===== src/rtl/pvn_pkg.sv =====
package pvn_pkg;
  typedef enum logic [2:0] {
    TGT_NONE = 3'b000,
    TGT_PAGE = 3'b001,
    TGT_UROM = 3'b010,
    TGT_RAM  = 3'b100
  } tgt_e;

  typedef struct packed {
    logic       upa;
    logic       wbs;
    logic [1:0] cda;
  } cfg_t;

  localparam cfg_t CFG_RST = '{upa: 1'b0, wbs: 1'b1, cda: 2'b00};
endpackage


===== src/rtl/pvn_cfg_reg.sv =====
module pvn_cfg_reg
  import pvn_pkg::*;
(
  input  logic clk,
  input  logic rst_n,
  input  logic we,
  input  cfg_t d,
  output cfg_t q
);
  always_ff @(posedge clk) begin
    if (!rst_n) q <= CFG_RST;
    else if (we) q <= d;
  end

  // configuration holds without a write
  assert_cfg_hold_R1: assert property (@(posedge clk) disable iff (!rst_n)
    !we |=> $stable(q));
  // a write takes the presented value
  assert_cfg_load_R1: assert property (@(posedge clk) disable iff (!rst_n)
    we |=> (q == $past(d)));
endmodule


===== src/rtl/pvn_fetch_dec.sv =====
module pvn_fetch_dec
  import pvn_pkg::*;
#(
  parameter int AW = 16,
  parameter int PAGE_AW = 14,
  parameter logic [AW-1:0] UROM_BASE = 16'h8000,
  parameter logic [AW-1:0] DCODE_BASE = 16'hA000,
  parameter logic [AW-1:0] RAM_WORDS = 16'h1000
) (
  input  logic [AW-1:0]         addr,
  input  logic                  upa,
  output tgt_e                  sel,
  output logic [AW-PAGE_AW-1:0] page,
  output logic [AW-1:0]         off
);
  localparam int PG_W = AW - PAGE_AW;

  logic [AW-1:0] dc_off;
  assign dc_off = addr - DCODE_BASE;

  always_comb begin
    sel  = TGT_NONE;
    page = '0;
    off  = '0;
    if (upa || (addr < UROM_BASE)) begin
      sel  = TGT_PAGE;
      page = addr[AW-1:PAGE_AW];
      off  = {{PG_W{1'b0}}, addr[PAGE_AW-1:0]};
    end else if (addr < DCODE_BASE) begin
      sel = TGT_UROM;
      off = addr - UROM_BASE;
    end else if (dc_off < RAM_WORDS) begin
      sel = TGT_RAM;
      off = dc_off;
    end
  end

  always_comb begin
    assert_fetch_onehot_R12: assert ($onehot0(sel));
    if (upa) begin
      assert_fetch_upa_R5: assert (sel != TGT_UROM && sel != TGT_RAM);
    end
    if (sel == TGT_RAM) begin
      assert_fetch_ram_rng_R4: assert (off < RAM_WORDS && addr >= DCODE_BASE);
    end
    if (sel == TGT_UROM) begin
      assert_fetch_urom_rng_R3: assert (off < (DCODE_BASE - UROM_BASE) && !upa);
    end
  end
endmodule


===== src/rtl/pvn_data_dec.sv =====
module pvn_data_dec
  import pvn_pkg::*;
#(
  parameter int AW = 16,
  parameter int PAGE_AW = 14,
  parameter logic [AW-1:0] RAM_WORDS = 16'h1000
) (
  input  logic [AW-1:0]         addr,
  input  tgt_e                  exec_src,
  input  logic                  wbs,
  input  logic [1:0]            cda,
  output tgt_e                  sel,
  output logic [AW-PAGE_AW-1:0] page,
  output logic [AW-1:0]         off
);
  localparam int PG_W = AW - PAGE_AW;
  localparam logic [AW:0] LIM_WORD = {1'b0, RAM_WORDS};
  localparam logic [AW:0] LIM_BYTE = {RAM_WORDS, 1'b0};

  logic win_hit;
  logic in_ram;

  always_comb begin
    win_hit = ((exec_src == TGT_UROM) && addr[AW-1]) ||
              ((exec_src == TGT_RAM) && !addr[AW-1]);
    in_ram  = wbs ? ({1'b0, addr} < LIM_WORD) : ({1'b0, addr} < LIM_BYTE);
  end

  always_comb begin
    sel  = TGT_NONE;
    page = '0;
    off  = '0;
    if (win_hit) begin
      sel = TGT_PAGE;
      if (wbs) begin
        page = {cda[1], addr[PAGE_AW]};
        off  = {{PG_W{1'b0}}, addr[PAGE_AW-1:0]};
      end else begin
        page = cda;
        off  = {{PG_W{1'b0}}, addr[PAGE_AW:1]};
      end
    end else if (in_ram) begin
      sel = TGT_RAM;
      off = addr;
    end
  end

  always_comb begin
    assert_data_onehot_R12: assert ($onehot0(sel));
    if (sel != TGT_PAGE) begin
      assert_data_page_zero_R12: assert (page == '0);
    end
    if (sel == TGT_PAGE && !wbs) begin
      assert_byte_page_R9: assert (page == cda);
    end
    if (sel == TGT_RAM && wbs) begin
      assert_word_ram_rng_R11: assert (off < RAM_WORDS);
    end
  end
endmodule


===== src/rtl/pvn_addr_map.sv =====
module pvn_addr_map
  import pvn_pkg::*;
#(
  parameter int AW = 16,
  parameter int PAGE_AW = 14,
  parameter logic [AW-1:0] UROM_BASE = 16'h8000,
  parameter logic [AW-1:0] DCODE_BASE = 16'hA000,
  parameter logic [AW-1:0] RAM_WORDS = 16'h1000
) (
  input  logic                  clk,
  input  logic                  rst_n,
  input  logic                  cfg_we,
  input  logic                  cfg_upa,
  input  logic                  cfg_wbs,
  input  logic [1:0]            cfg_cda,
  input  logic [AW-1:0]         fetch_addr,
  input  logic [AW-1:0]         data_addr,
  output logic [2:0]            f_sel,
  output logic [AW-PAGE_AW-1:0] f_page,
  output logic [AW-1:0]         f_off,
  output logic                  f_none,
  output logic [2:0]            d_sel,
  output logic [AW-PAGE_AW-1:0] d_page,
  output logic [AW-1:0]         d_off,
  output logic                  d_none
);
  cfg_t cfg_d, cfg_q;
  tgt_e f_tgt, d_tgt;

  assign cfg_d = '{upa: cfg_upa, wbs: cfg_wbs, cda: cfg_cda};

  pvn_cfg_reg u_cfg (
    .clk(clk), .rst_n(rst_n), .we(cfg_we), .d(cfg_d), .q(cfg_q)
  );

  pvn_fetch_dec #(
    .AW(AW), .PAGE_AW(PAGE_AW), .UROM_BASE(UROM_BASE),
    .DCODE_BASE(DCODE_BASE), .RAM_WORDS(RAM_WORDS)
  ) u_fetch (
    .addr(fetch_addr), .upa(cfg_q.upa), .sel(f_tgt), .page(f_page), .off(f_off)
  );

  pvn_data_dec #(
    .AW(AW), .PAGE_AW(PAGE_AW), .RAM_WORDS(RAM_WORDS)
  ) u_data (
    .addr(data_addr), .exec_src(f_tgt), .wbs(cfg_q.wbs), .cda(cfg_q.cda),
    .sel(d_tgt), .page(d_page), .off(d_off)
  );

  assign f_sel  = f_tgt;
  assign d_sel  = d_tgt;
  assign f_none = (f_tgt == TGT_NONE);
  assign d_none = (d_tgt == TGT_NONE);

  always_comb begin
    if (f_tgt != TGT_UROM && f_tgt != TGT_RAM) begin
      assert_no_window_R6: assert (d_tgt != TGT_PAGE);
    end
    if (f_tgt == TGT_UROM && d_tgt == TGT_PAGE) begin
      assert_urom_upper_R7: assert (data_addr[AW-1]);
    end
    if (f_tgt == TGT_RAM && d_tgt == TGT_PAGE) begin
      assert_ram_lower_R8: assert (!data_addr[AW-1]);
    end
  end
endmodule


===== config.mk =====
export PLATFORM = sky130hd
export DESIGN_NAME = pvn_addr_map
export DESIGN_NICKNAME = d
export VERILOG_FILES = /design/src/rtl/pvn_pkg.sv /design/src/rtl/pvn_cfg_reg.sv /design/src/rtl/pvn_fetch_dec.sv /design/src/rtl/pvn_data_dec.sv /design/src/rtl/pvn_addr_map.sv
export SDC_FILE = /design/constraint.sdc
export NUM_CORES = 1
export LEC_CHECK = 0
export BUFFER_PORTS_ARGS = -buffer_cell sky130_fd_sc_hd__buf_2
export CORE_ASPECT_RATIO = 1.25
export CORE_MARGIN = 1.5
export CORE_UTILIZATION = 33
export CTS_CLUSTER_DIAMETER = 40
export DETAILED_ROUTE_END_ITERATION = 10
export PLACE_DENSITY_LB_ADDON = 0.05
export SETUP_SLACK_MARGIN = 0.05
export SYNTH_ARGS = -nofsm -noshare
export SYNTH_HDL_FRONTEND = slang
export SYNTH_SLANG_ARGS = --single-unit

===== constraint.sdc =====
create_clock -name clk -period 3.2 [get_ports clk]
set_input_delay 0.64 -clock clk [delete_from_list [all_inputs] [get_ports clk]]
set_output_delay 0.64 -clock clk [all_outputs]
set_load 0.03 [all_outputs]

==> key figures, run 1 <==
Status
  – Status: complete, no violations

Timing
  – Clock skew: 0 ns
  – Tmin final: between 2 and 3 ns
  – Fmax: approximately 340 MHz
  – Tcrit/Tclk final: roughly nine tenths
  – Setup TNS: 0 ns
  – Unrepaired setup endpoints after global routing: false
  – Setup WS post-layout: about 0.27 ns
  – Fin. Hold Viols: 0
  – Final setup fails: 0
  – Max Transition Viols Final: 0

Yosys
  – Synthesized instance count: ~80
  – Area contributors post-synth: a22o_1, nor2b_1, dfxtp_1
  – Syn avg cell area: between 7 and 8 um2
  – Dominant cell type by area after synthesis: a22o_1
  – YS warnings: 0
  – Yosys cell types: 27
  – Synthesized area: about 630 um2
  – Register area share after synthesis: 12.77%
  – Share of Yosys cell area claimed by the top area cell type: about 18%
  – Yosys reg bits: 4

Floorplanning
  – Initial Util: 35.08%
  – Cell Rows: 17
  – Die width: 41.98 um
  – Core outline area: ~1800 um2
  – Io pins: 83
  – Die Ht: roughly 52 um
  – Die area: ~2200 um2

Pwr
  – Leakage: 0.6101 nW
  – Pwr/cell area: 280.5 nW/um2
  – Power, Total: around 0.28 mW
  – Peak supply drop: 0.1741 mV

Layout
  – Largest registers: u_cfg.q (4)
  – Final Core Density: between 50 and 60%
  – Max FFs per register: 4
  – Final instance area: 1012 um2
  – Filler cells: 185
  – Most common library cell in the layout ignoring fill and taps: buf_2
  – Layout cells sized above 1: around 56%
  – Top reg by flops: u_cfg.q
  – Commonest cells after routing, fill and taps aside: buf_2, nor2b_1, a22o_1, nor2_1, mux2i_1
  – Area grow syn2layout: 61.48%
  – ANT cells: 0
  – Final nets: ~200

Detailed routing
  – Final wirelength: 1823 um
  – Via-to-Cell Ratio: ~4.8
  – Routed Antenna Nets: 0
  – Residual DRC count: 0
  – Router iterations before antenna repair: 2
  – Initial DRC count: 5
  – Routed len/inst: ~11 um
  – Vias: roughly 830

Critical path
  – CP arrival: approximately 2.3 ns
  – R2r setup slk: 2.49 ns
  – CP required: about 2.6 ns
  – Crit path to: d_off[2]
  – Peak fanout along the critical path: 13
  – WS Path Type: primary input to primary output
  – Setup crit start kind: primary input
  – RR Startpoint: u_cfg.q[2]
  – Reg-to-Reg End: u_cfg.q[2]
  – Worst r2r path cells: 2
  – CP endpoint kind: primary output
  – Critical Path Start: fetch_addr[13]

Place
  – IO buf count: slightly below 80
  – Cell Area, Placed: around 990 um2
  – Pre-CTS setup slack: between 0.2 and 0.3 ns
  – Final GP Congestion: approximately 0.81
  – Detailed Place HPWL: 1582 um

Clock network
  – Root Driver: clkbuf_4
  – Clock sinks: 4
  – CTS Buf Count: 3
  – Cts repair resizes: 0
  – CTS Buffer Depth: 2
  – Post-CTS setup buffer count: 0
  – CTS tree: built
  – Reg clk slew, reported paths: 0.04 ns
  – Post-CTS Hold Fix Bufs: 0
  – H-tree depth: 1
  – Worst-skew pair later-pin latency: 0.23 ns

GRT
  – Aggregate global-route resource usage: between 15 and 20%
  – First-pass GRT wire length: 2746 um
  – Gr ovfl total: 0
  – Maximum number of pins on one net before global-route repair: 14
  – Number of global-route vias before repair: 685
  – Initial antenna violation count: 0

Job
  – # Max-Cap Violations: 0

Worst hold path
  – Min-delay worst type: register to register
## per-stage QoR
step / cells / hold slack (ns)
6_report: 173 / 0.5008
5_1_grt: 173 / 0.5328
3_5_place_dp: 170 / 0.4985
2_1_floorplan: 83 / 0.4738
4_1_cts: 173 / 0.5076
3_3_place_gp: 170 / 0.4883
## synth_stat cells (all sizes together)
| cell | n |
|---|---|
| a2111oi | 1 |
| a22o | 13 |
| a31o | 1 |
| and2 | 1 |
| and2b | 1 |
| and3 | 1 |
| buf | 9 |
| clkbuf | 2 |
| conb | 1 |
| dfxtp | 4 |
| ha | 1 |
| inv | 3 |
| mux2i | 6 |
| nand2 | 1 |
| nand3b | 1 |
| nor2 | 6 |
| nor2b | 15 |
| nor3 | 6 |
| o21a | 1 |
| o31a | 2 |
| o31ai | 1 |
| or3b | 1 |
| xnor2 | 1 |
## layout make-up
cell class	count	area [um2]	share of cell area (%)
Multi-Input combinational cell	65	471.7	46.60
Inverter	3	13.76	1.360
Sequential cell	4	80.08	7.911
Timing Repair Buffer	79	400.4	39.56
Clock buffer	3	22.52	2.225
Tap cell	19	23.77	2.349
## power by group
group | leakage (nW) | internal [mW] | switching, mW
clock network | 0.0138 | 0.0418 | 0.0192
registers | 0.0331 | 0.0532 | 0.00270
logic | 0.563 | 0.0590 | 0.108
total | 0.610 | 0.154 | 0.130
## kinds of logic after synthesis
kind of cell               synth area share, %
AOI/OAI and AO/OA                        28.54
buffers and inverters                    14.37
muxes                                    9.581
DFF                                      12.77
adders and majority gates                1.996
other                                   0.5982
xor gates and xnor gates                 1.397
and+or+nand+nor                          30.74
## worst max-delay path, cell delays in order
cell and delay (ns):
buf_2 0.12, inv_1 0.06, ha_1 0.28, nand3b_1 0.15
o31a_1 0.37, nor3_2 0.12, buf_4 0.20, a22o_1 0.16
buf_2 0.19
## layer usage
metal  up-vias  wire length (um)  global-route usage, %
li1        425                 -                      -
met1       357               707                  16.00
met2        45               952                  30.99
met3         0               163                  3.472
met4         0                 0                  8.065
met5         -                 0                      0
## worst min-delay path by stage
| stage | end | cells past startpoint | slack [ns] | start |
|---|---|---|---|---|
| 2_1_floorplan | u_cfg.q[1] | 2 | 0.47 | u_cfg.q[1] |
| 3_3_place_gp | u_cfg.q[1] | 2 | 0.49 | u_cfg.q[1] |
| 3_5_place_dp | u_cfg.q[1] | 2 | 0.50 | u_cfg.q[1] |
| 4_1_cts | u_cfg.q[1] | 2 | 0.51 | u_cfg.q[1] |
| 5_1_grt | u_cfg.q[1] | 2 | 0.53 | u_cfg.q[1] |
| 6_report | u_cfg.q[1] | 2 | 0.50 | u_cfg.q[1] |
No activity file was read; power rests on OpenSTA's default activity.
==> run 2, diff against run 1 <==
--- a/config.mk
+++ b/config.mk
@@ -5,13 +5,14 @@
 export SDC_FILE = /design/constraint.sdc
 export NUM_CORES = 1
 export LEC_CHECK = 0
-export BUFFER_PORTS_ARGS = -buffer_cell sky130_fd_sc_hd__buf_2
+export BUFFER_PORTS_ARGS = -buffer_cell sky130_fd_sc_hd__buf_4
 export CORE_ASPECT_RATIO = 1.25
 export CORE_MARGIN = 1.5
 export CORE_UTILIZATION = 33
 export CTS_CLUSTER_DIAMETER = 40
 export DETAILED_ROUTE_END_ITERATION = 10
 export PLACE_DENSITY_LB_ADDON = 0.05
+export RECOVER_POWER = 25
 export SETUP_SLACK_MARGIN = 0.05
 export SYNTH_ARGS = -nofsm -noshare
 export SYNTH_HDL_FRONTEND = slang
==> run 2 against run 1 <==
Compared with the run above: final cell count is the same; routed wire length grew 20%; die area is the same; first-iteration DRC count grew 40%; clock power about the same; design area rose by 17%; sequential cell count stayed put; maximum frequency down 2.1%; critical path type unchanged; critical endpoint is now d_off[0]; highest routed layer unchanged.
==> key figures, run 2 (synthesized netlist as in run 1, its figures left out) <==
Detailed routing
  – Vias: 856 (+3.5%)
  – Residual DRC count: 0 (unchanged)
  – Via-to-Cell Ratio: 4.948 (+3.5%)
  – Initial DRC count: 7 (+2)
  – Router iterations before antenna repair: 4 (+2)
  – Routed Antenna Nets: 0 (unchanged)
  – Routed len/inst: 12.60 um (+20%)
  – Final wirelength: 2180 um (+20%)

GRT
  – Initial antenna violation count: 0 (unchanged)
  – Maximum number of pins on one net before global-route repair: 14 (unchanged)
  – Aggregate global-route resource usage: 18.61% (+2.5 points)
  – Gr ovfl total: 0 (unchanged)
  – Number of global-route vias before repair: 745 (+8.8%)
  – First-pass GRT wire length: 3167 um (+15%)

Timing
  – Max Transition Viols Final: 0 (unchanged)
  – Fin Hold WS: 0.5156 ns (+0.01483 ns)
  – Unrepaired setup endpoints after global routing: false
  – Clock skew: 0 ns (unchanged)
  – Setup TNS: 0 ns (unchanged)
  – Tcrit/Tclk final: 93.61% (+2.0 points)
  – Tmin final: 2.996 ns (+0.06423 ns)
  – Fmax: 333.8 MHz (-2.1%)
  – Setup WS post-layout: 0.2045 ns (-0.06423 ns)
  – Final setup fails: 0 (unchanged)
  – Fin. Hold Viols: 0 (unchanged)

Layout
  – Layout cells sized above 1: 52.60% (-3.9 points)
  – Max FFs per register: 4 (unchanged)
  – ANT cells: 0 (unchanged)
  – Final nets: 196 (unchanged)
  – Most common library cell in the layout ignoring fill and taps: buf_4
  – Filler cells: 160 (-14%)
  – Commonest cells after routing, fill and taps aside: buf_4, nor2b_1, a22o_1, nor2_1, mux2i_1
  – Largest registers: u_cfg.q (4)
  – Post-route insts no fill: 173 (unchanged)
  – Area grow syn2layout: 88.82%
  – Top reg by flops: u_cfg.q

Critical path
  – CP arrival: 2.36 ns (+0.07 ns)
  – WS Path Type: primary input to primary output
  – CP endpoint kind: primary output
  – Worst-path cell chain: buf_4 -> and2b_1 -> clkinvlp_2 -> o31a_1 -> a31o_4 -> a22o_1 -> buf_4
  – CP required: 2.56 ns (about the same)
  – Most Frequent Cell on Critical Path: buf_4
  – Peak fanout along the critical path: 13 (unchanged)
  – Setup crit start kind: primary input
  – CP max-delay cell: o31a_1
  – Slowest Stage Delay on Critical Path: 0.41 ns (+0.04 ns)
  – CP Buf/Inv Count: 3 (-1)
  – Delay-heaviest family, CP: compound AO/OA/AOI/OAI gates

Pwr
  – Power, Total: 0.3120 mW (+9.9%)
  – Pwr/cell area: 263.6 nW/um2 (-6.0%)
  – Peak supply drop: 0.1938 mV (+11%)
  – Leakage: 0.6306 nW (+3.4%)

Job
  – # Max-Cap Violations: 0 (unchanged)

Clock network
  – Reg clk slew, reported paths: 0.04 ns (about the same)
  – Clock sinks: 4 (unchanged)
  – Post-CTS Hold Fix Bufs: 0 (unchanged)
  – Root Driver: clkbuf_4
  – CTS tree: built
  – Cts repair resizes: 0 (unchanged)
  – H-tree depth: 1 (unchanged)
  – CTS Buf Count: 3 (unchanged)
  – Worst-skew pair later-pin latency: 0.23 ns (about the same)
  – Post-CTS setup buffer count: 0 (unchanged)
  – CTS Buffer Depth: 2 (unchanged)

Floorplanning
  – Cell Rows: 17 (unchanged)
  – Die Ht: 51.73 um (unchanged)
  – Die width: 41.98 um (unchanged)
  – Core outline area: 1787 um2 (unchanged)
  – Initial Util: 35.08% (unchanged)
  – Die area: 2172 um2 (unchanged)
  – Io pins: 83 (unchanged)

Place
  – Dpl cells: 170 (unchanged)
  – Pre-CTS setup slack: 0.2686 ns (+0.006631 ns)
  – Detailed Place HPWL: 1847 um (+17%)
  – IO buf count: 77 (unchanged)
  – Final GP Congestion: 0.8330 (+2.6%)

Worst hold path
  – Min-delay worst type: register to register

Status
  – Status: complete, no violations
[run 2: changes by cell type in the layout (fill, tap and decap cells not counted), sizes merged]
cell,previous run,this run
clkbuf,3,8
inv,3,2
clkinvlp,0,1
buf,79,74
[run 2: final cells by class]
class | count | area (um2) | area share (%)
Clock buffer | 3 | 22.52 | 1.903
Inverter | 3 | 12.51 | 1.057
Multi-Input combinational cell | 65 | 470.5 | 39.75
Sequential cell | 4 | 80.08 | 6.765
Tap cell | 19 | 23.77 | 2.008
Timing Repair Buffer | 79 | 574.3 | 48.52
[run 2: where the power goes]
group	leakage, nW	internal [mW]	switching, mW	total (mW)
registers	0.0331	0.0532	0.00290	0.0561
logic	0.584	0.0836	0.111	0.195
clock network	0.0138	0.0418	0.0192	0.0610
total	0.631	0.179	0.133	0.312
[run 2: path summary, 6_finish.rpt]
check | from | end | slack, ns | cells after the start
max | fetch_addr[15] | d_off[0] | 0.20 | 7
min | u_cfg.q[1] | u_cfg.q[1] | 0.52 | 2
max reg2reg | u_cfg.q[2] | u_cfg.q[2] | 2.44 | 2
min reg2reg | u_cfg.q[1] | u_cfg.q[1] | 0.52 | 2
[run 2: stage by stage]
step                      cell area [um2]  util (%)
after global routing                 1184     66.25
after CTS                            1205     67.44
after detailed placement             1182     66.18
after floorplan                     641.9         -
final                                1184     66.25
after global placement               1182     66.18
[run 2: tightest hold or removal path, stage by stage (launching register included)]
cell and delay (ns):
dfxtp_1 0.31, mux2i_1 0.06, nor2b_1 0.10
[run 2: per-layer routing]
metal	up-vias	GRT usage (%)	share of wire (%)
met2	45	35.68	57
met4	0	8.602	0
met3	0	5.208	8.7
li1	424	-	-
met5	-	0	0
met1	387	18.24	35
==> run 3, diff against run 2 <==
--- a/config.mk
+++ b/config.mk
@@ -6,14 +6,16 @@
 export NUM_CORES = 1
 export LEC_CHECK = 0
 export BUFFER_PORTS_ARGS = -buffer_cell sky130_fd_sc_hd__buf_4
+export CELL_PAD_IN_SITES_DETAIL_PLACEMENT = 0
+export CELL_PAD_IN_SITES_GLOBAL_PLACEMENT = 2
 export CORE_ASPECT_RATIO = 1.25
 export CORE_MARGIN = 1.5
-export CORE_UTILIZATION = 33
+export CORE_UTILIZATION = 14
 export CTS_CLUSTER_DIAMETER = 40
 export DETAILED_ROUTE_END_ITERATION = 10
 export PLACE_DENSITY_LB_ADDON = 0.05
 export RECOVER_POWER = 25
-export SETUP_SLACK_MARGIN = 0.05
+export SETUP_SLACK_MARGIN = 0.4
 export SYNTH_ARGS = -nofsm -noshare
 export SYNTH_HDL_FRONTEND = slang
 export SYNTH_SLANG_ARGS = --single-unit
==> run 3 against run 2 <==
Compared with the run above: count of clock-buffer cells in the layout did not move; global-route usage down 8.7 points; clock power grew 69%; critical path depth up 2; sequential power is 1% higher; final cell count is 29% higher; worst setup slack better by 0.18 ns; non-clock buffer count up 10; maximum frequency increased by 6.3%; critical endpoint is now d_off[9]; largest cell class unchanged.
==> key figures, run 3 (synthesized netlist as in run 1, its figures left out) <==
Layout
  – Most common library cell in the layout ignoring fill and taps: buf_4
  – Commonest cells after routing, fill and taps aside: buf_4, buf_6, a22o_1, nor2b_1, mux2i_1
  – Footprint of the multi-input gates: 561.8 um2 (+19%)
  – Top reg by flops: u_cfg.q
  – Area grow syn2layout: 141.5%
  – Filler cells: 474 (+200%)
  – Max FFs per register: 4 (unchanged)
  – Final Core Density: 34.74% (-32 points)
  – Register area: 80.08 um2 (unchanged)
  – Largest registers: u_cfg.q (4)
  – ANT cells: 0 (unchanged)
  – Layout cells sized above 1: 61.21% (+8.6 points)
  – Final nets: 207 (+5.6%)

GRT
  – GR Util met2: 18.17% (-18 points)
  – First-pass GRT wire length: 4029 um (+27%)
  – Met1 track demand over resource: 11.16% (-7.1 points)
  – Met3 usage: 2.464% (-2.7 points)
  – Number of global-route vias before repair: 872 (+17%)
  – Gr ovfl total: 0 (unchanged)
  – Initial antenna violation count: 0 (unchanged)
  – Maximum number of pins on one net before global-route repair: 14 (unchanged)
  – Aggregate global-route resource usage: 9.864% (-8.7 points)
  – GR peak layer: met2

Clock network
  – Reg clk slew, reported paths: 0.03 ns (about the same)
  – Worst-skew pair later-pin latency: 0.21 ns (-0.02 ns)
  – CTS tree: built
  – Clock sinks: 4 (unchanged)
  – CTS Buf Count: 3 (unchanged)
  – Root Driver: clkbuf_8
  – CTS Buffer Depth: 2 (unchanged)
  – H-tree depth: 1 (unchanged)

Pwr
  – Peak supply drop: 0.2180 mV (+12%)
  – Power, Total: 0.3943 mW (+26%)
  – Combinational power share: 59.4% (-3.1 points)
  – Pwr/cell area: 260.4 nW/um2 (-1.2%)
  – Switching Share: 38.92% (-3.8 points)
  – Leakage: 0.7465 nW (+18%)
  – Psw: 0.1534 mW (+15%)
  – Clk pwr share: 26.2% (+6.6 points)
  – Seq pwr share: 14.4% (-3.6 points)
  – Internal: 0.2408 mW (+35%)

Detailed routing
  – Final wirelength: 2751 um (+26%)
  – Initial DRC count: 24 (+17)
  – Router iterations before antenna repair: 4 (unchanged)
  – Vias: 931 (+8.8%)
  – Routed len/inst: 12.34 um (-2.1%)
  – Residual DRC count: 0 (unchanged)
  – Routed Antenna Nets: 0 (unchanged)
  – Via-to-Cell Ratio: 4.175 (-16%)

Place
  – Pre-CTS setup slack: 0.3165 ns (+0.04781 ns)
  – Final GP Congestion: 0.6193 (-26%)
  – Detailed Place HPWL: 1994 um (+8.0%)
  – IO buf count: 77 (unchanged)

Status
  – Status: complete, no violations

Floorplanning
  – Io pins: 83 (unchanged)
  – Die area: 4890 um2 (+130%)
  – Initial Util: 14.38% (-21 points)
  – Cell Rows: 27 (+10)
  – Die Ht: 77.81 um (+50%)
  – Core outline area: 4358 um2 (+140%)
  – Die width: 62.85 um (+50%)

Worst hold path
  – Min-delay worst type: register to register

Critical path
  – Slowest Stage Delay on Critical Path: 0.29 ns (-0.12 ns)
  – CP max-delay cell: o31a_1
  – Setup crit start kind: primary input
  – CP required: 2.56 ns (about the same)
  – CP Buf/Inv Count: 4 (+1)
  – CP arrival: 2.18 ns (-0.18 ns)
  – Most Frequent Cell on Critical Path: buf_6
  – Peak fanout along the critical path: 7 (-6)
  – CP endpoint kind: primary output
  – Delay-heaviest family, CP: compound AO/OA/AOI/OAI gates
  – Worst-path cell chain: buf_8 -> inv_4 -> ha_4 -> nand3b_1 -> buf_6 -> o31a_1 -> a31o_4 -> a22o_1 -> buf_6
  – WS Path Type: primary input to primary output

Timing
  – Setup TNS: 0 ns (unchanged)
  – Final setup fails: 0 (unchanged)
  – Tmin final: 2.817 ns (-0.1784 ns)
  – Max Transition Viols Final: 0 (unchanged)
  – Fmax: 355.0 MHz (+6.3%)
  – Clock skew: 0 ns (unchanged)
  – Fin. Hold Viols: 0 (unchanged)
  – Tcrit/Tclk final: 88.03% (-5.6 points)
  – Setup WS post-layout: 0.3829 ns (+0.1784 ns)
  – Unrepaired setup endpoints after global routing: true

Job
  – # Max-Cap Violations: 0 (unchanged)
## run 3: final timing paths
| path | slack [ns] | cells after the start | to | from |
|---|---|---|---|---|
| worst max-delay path | 0.38 | 9 | d_off[9] | fetch_addr[14] |
| worst min-delay path | 0.50 | 2 | u_cfg.q[1] | u_cfg.q[1] |
| worst max register to register | 2.39 | 2 | u_cfg.q[2] | u_cfg.q[2] |
| worst min register to register | 0.50 | 2 | u_cfg.q[1] | u_cfg.q[1] |
## run 3: worst reg2reg max path, cell delays in order, from the launching register on
cell and delay (ns):
dfxtp_1 0.55, mux2i_1 0.12, nand2_1 0.08
## run 3: layout make-up
| class | count | share of cell area [%] |
|---|---|---|
| Clock buffer | 3 | 2.727 |
| Multi-Input combinational cell | 66 | 37.11 |
| Sequential cell | 4 | 5.289 |
| Tap cell | 58 | 4.793 |
| Inverter | 3 | 1.240 |
| Timing Repair Buffer | 89 | 48.84 |
## run 3: power groups by stage
stage                     Combinational (mW)  Clock (mW)  Sequential, mW
after floorplan                        0.119           0          0.0548
after global placement                 0.200           0          0.0569
after detailed placement               0.200           0          0.0571
after CTS                              0.215       0.106          0.0565
after global routing                   0.249       0.109          0.0576
final                                  0.234       0.103          0.0568
## run 3: through the flow
stage                     cell area [um2]  hold slack [ns]  instances
after detailed placement             1231           0.4989        209
after global placement               1231           0.4865        209
final                                1514           0.5001        223
after global routing                 1514           0.5875        223
after CTS                            1389           0.5040        219
after floorplan                     641.9           0.4738         83
## run 3: metal layers
metal  wire length, um  vias up
met5                 0        -
met4                 0        0
met3               226        0
met2              1469       48
met1              1055      427
li1                  -      456
## run 3: repair_timing
action,in CTS,in global routing
gates cloned,1,2
pin swaps,10,4
hold buffers,0,0
setup buffers,6,2
resized for setup,18,28
setup endpoints to repair,13,25
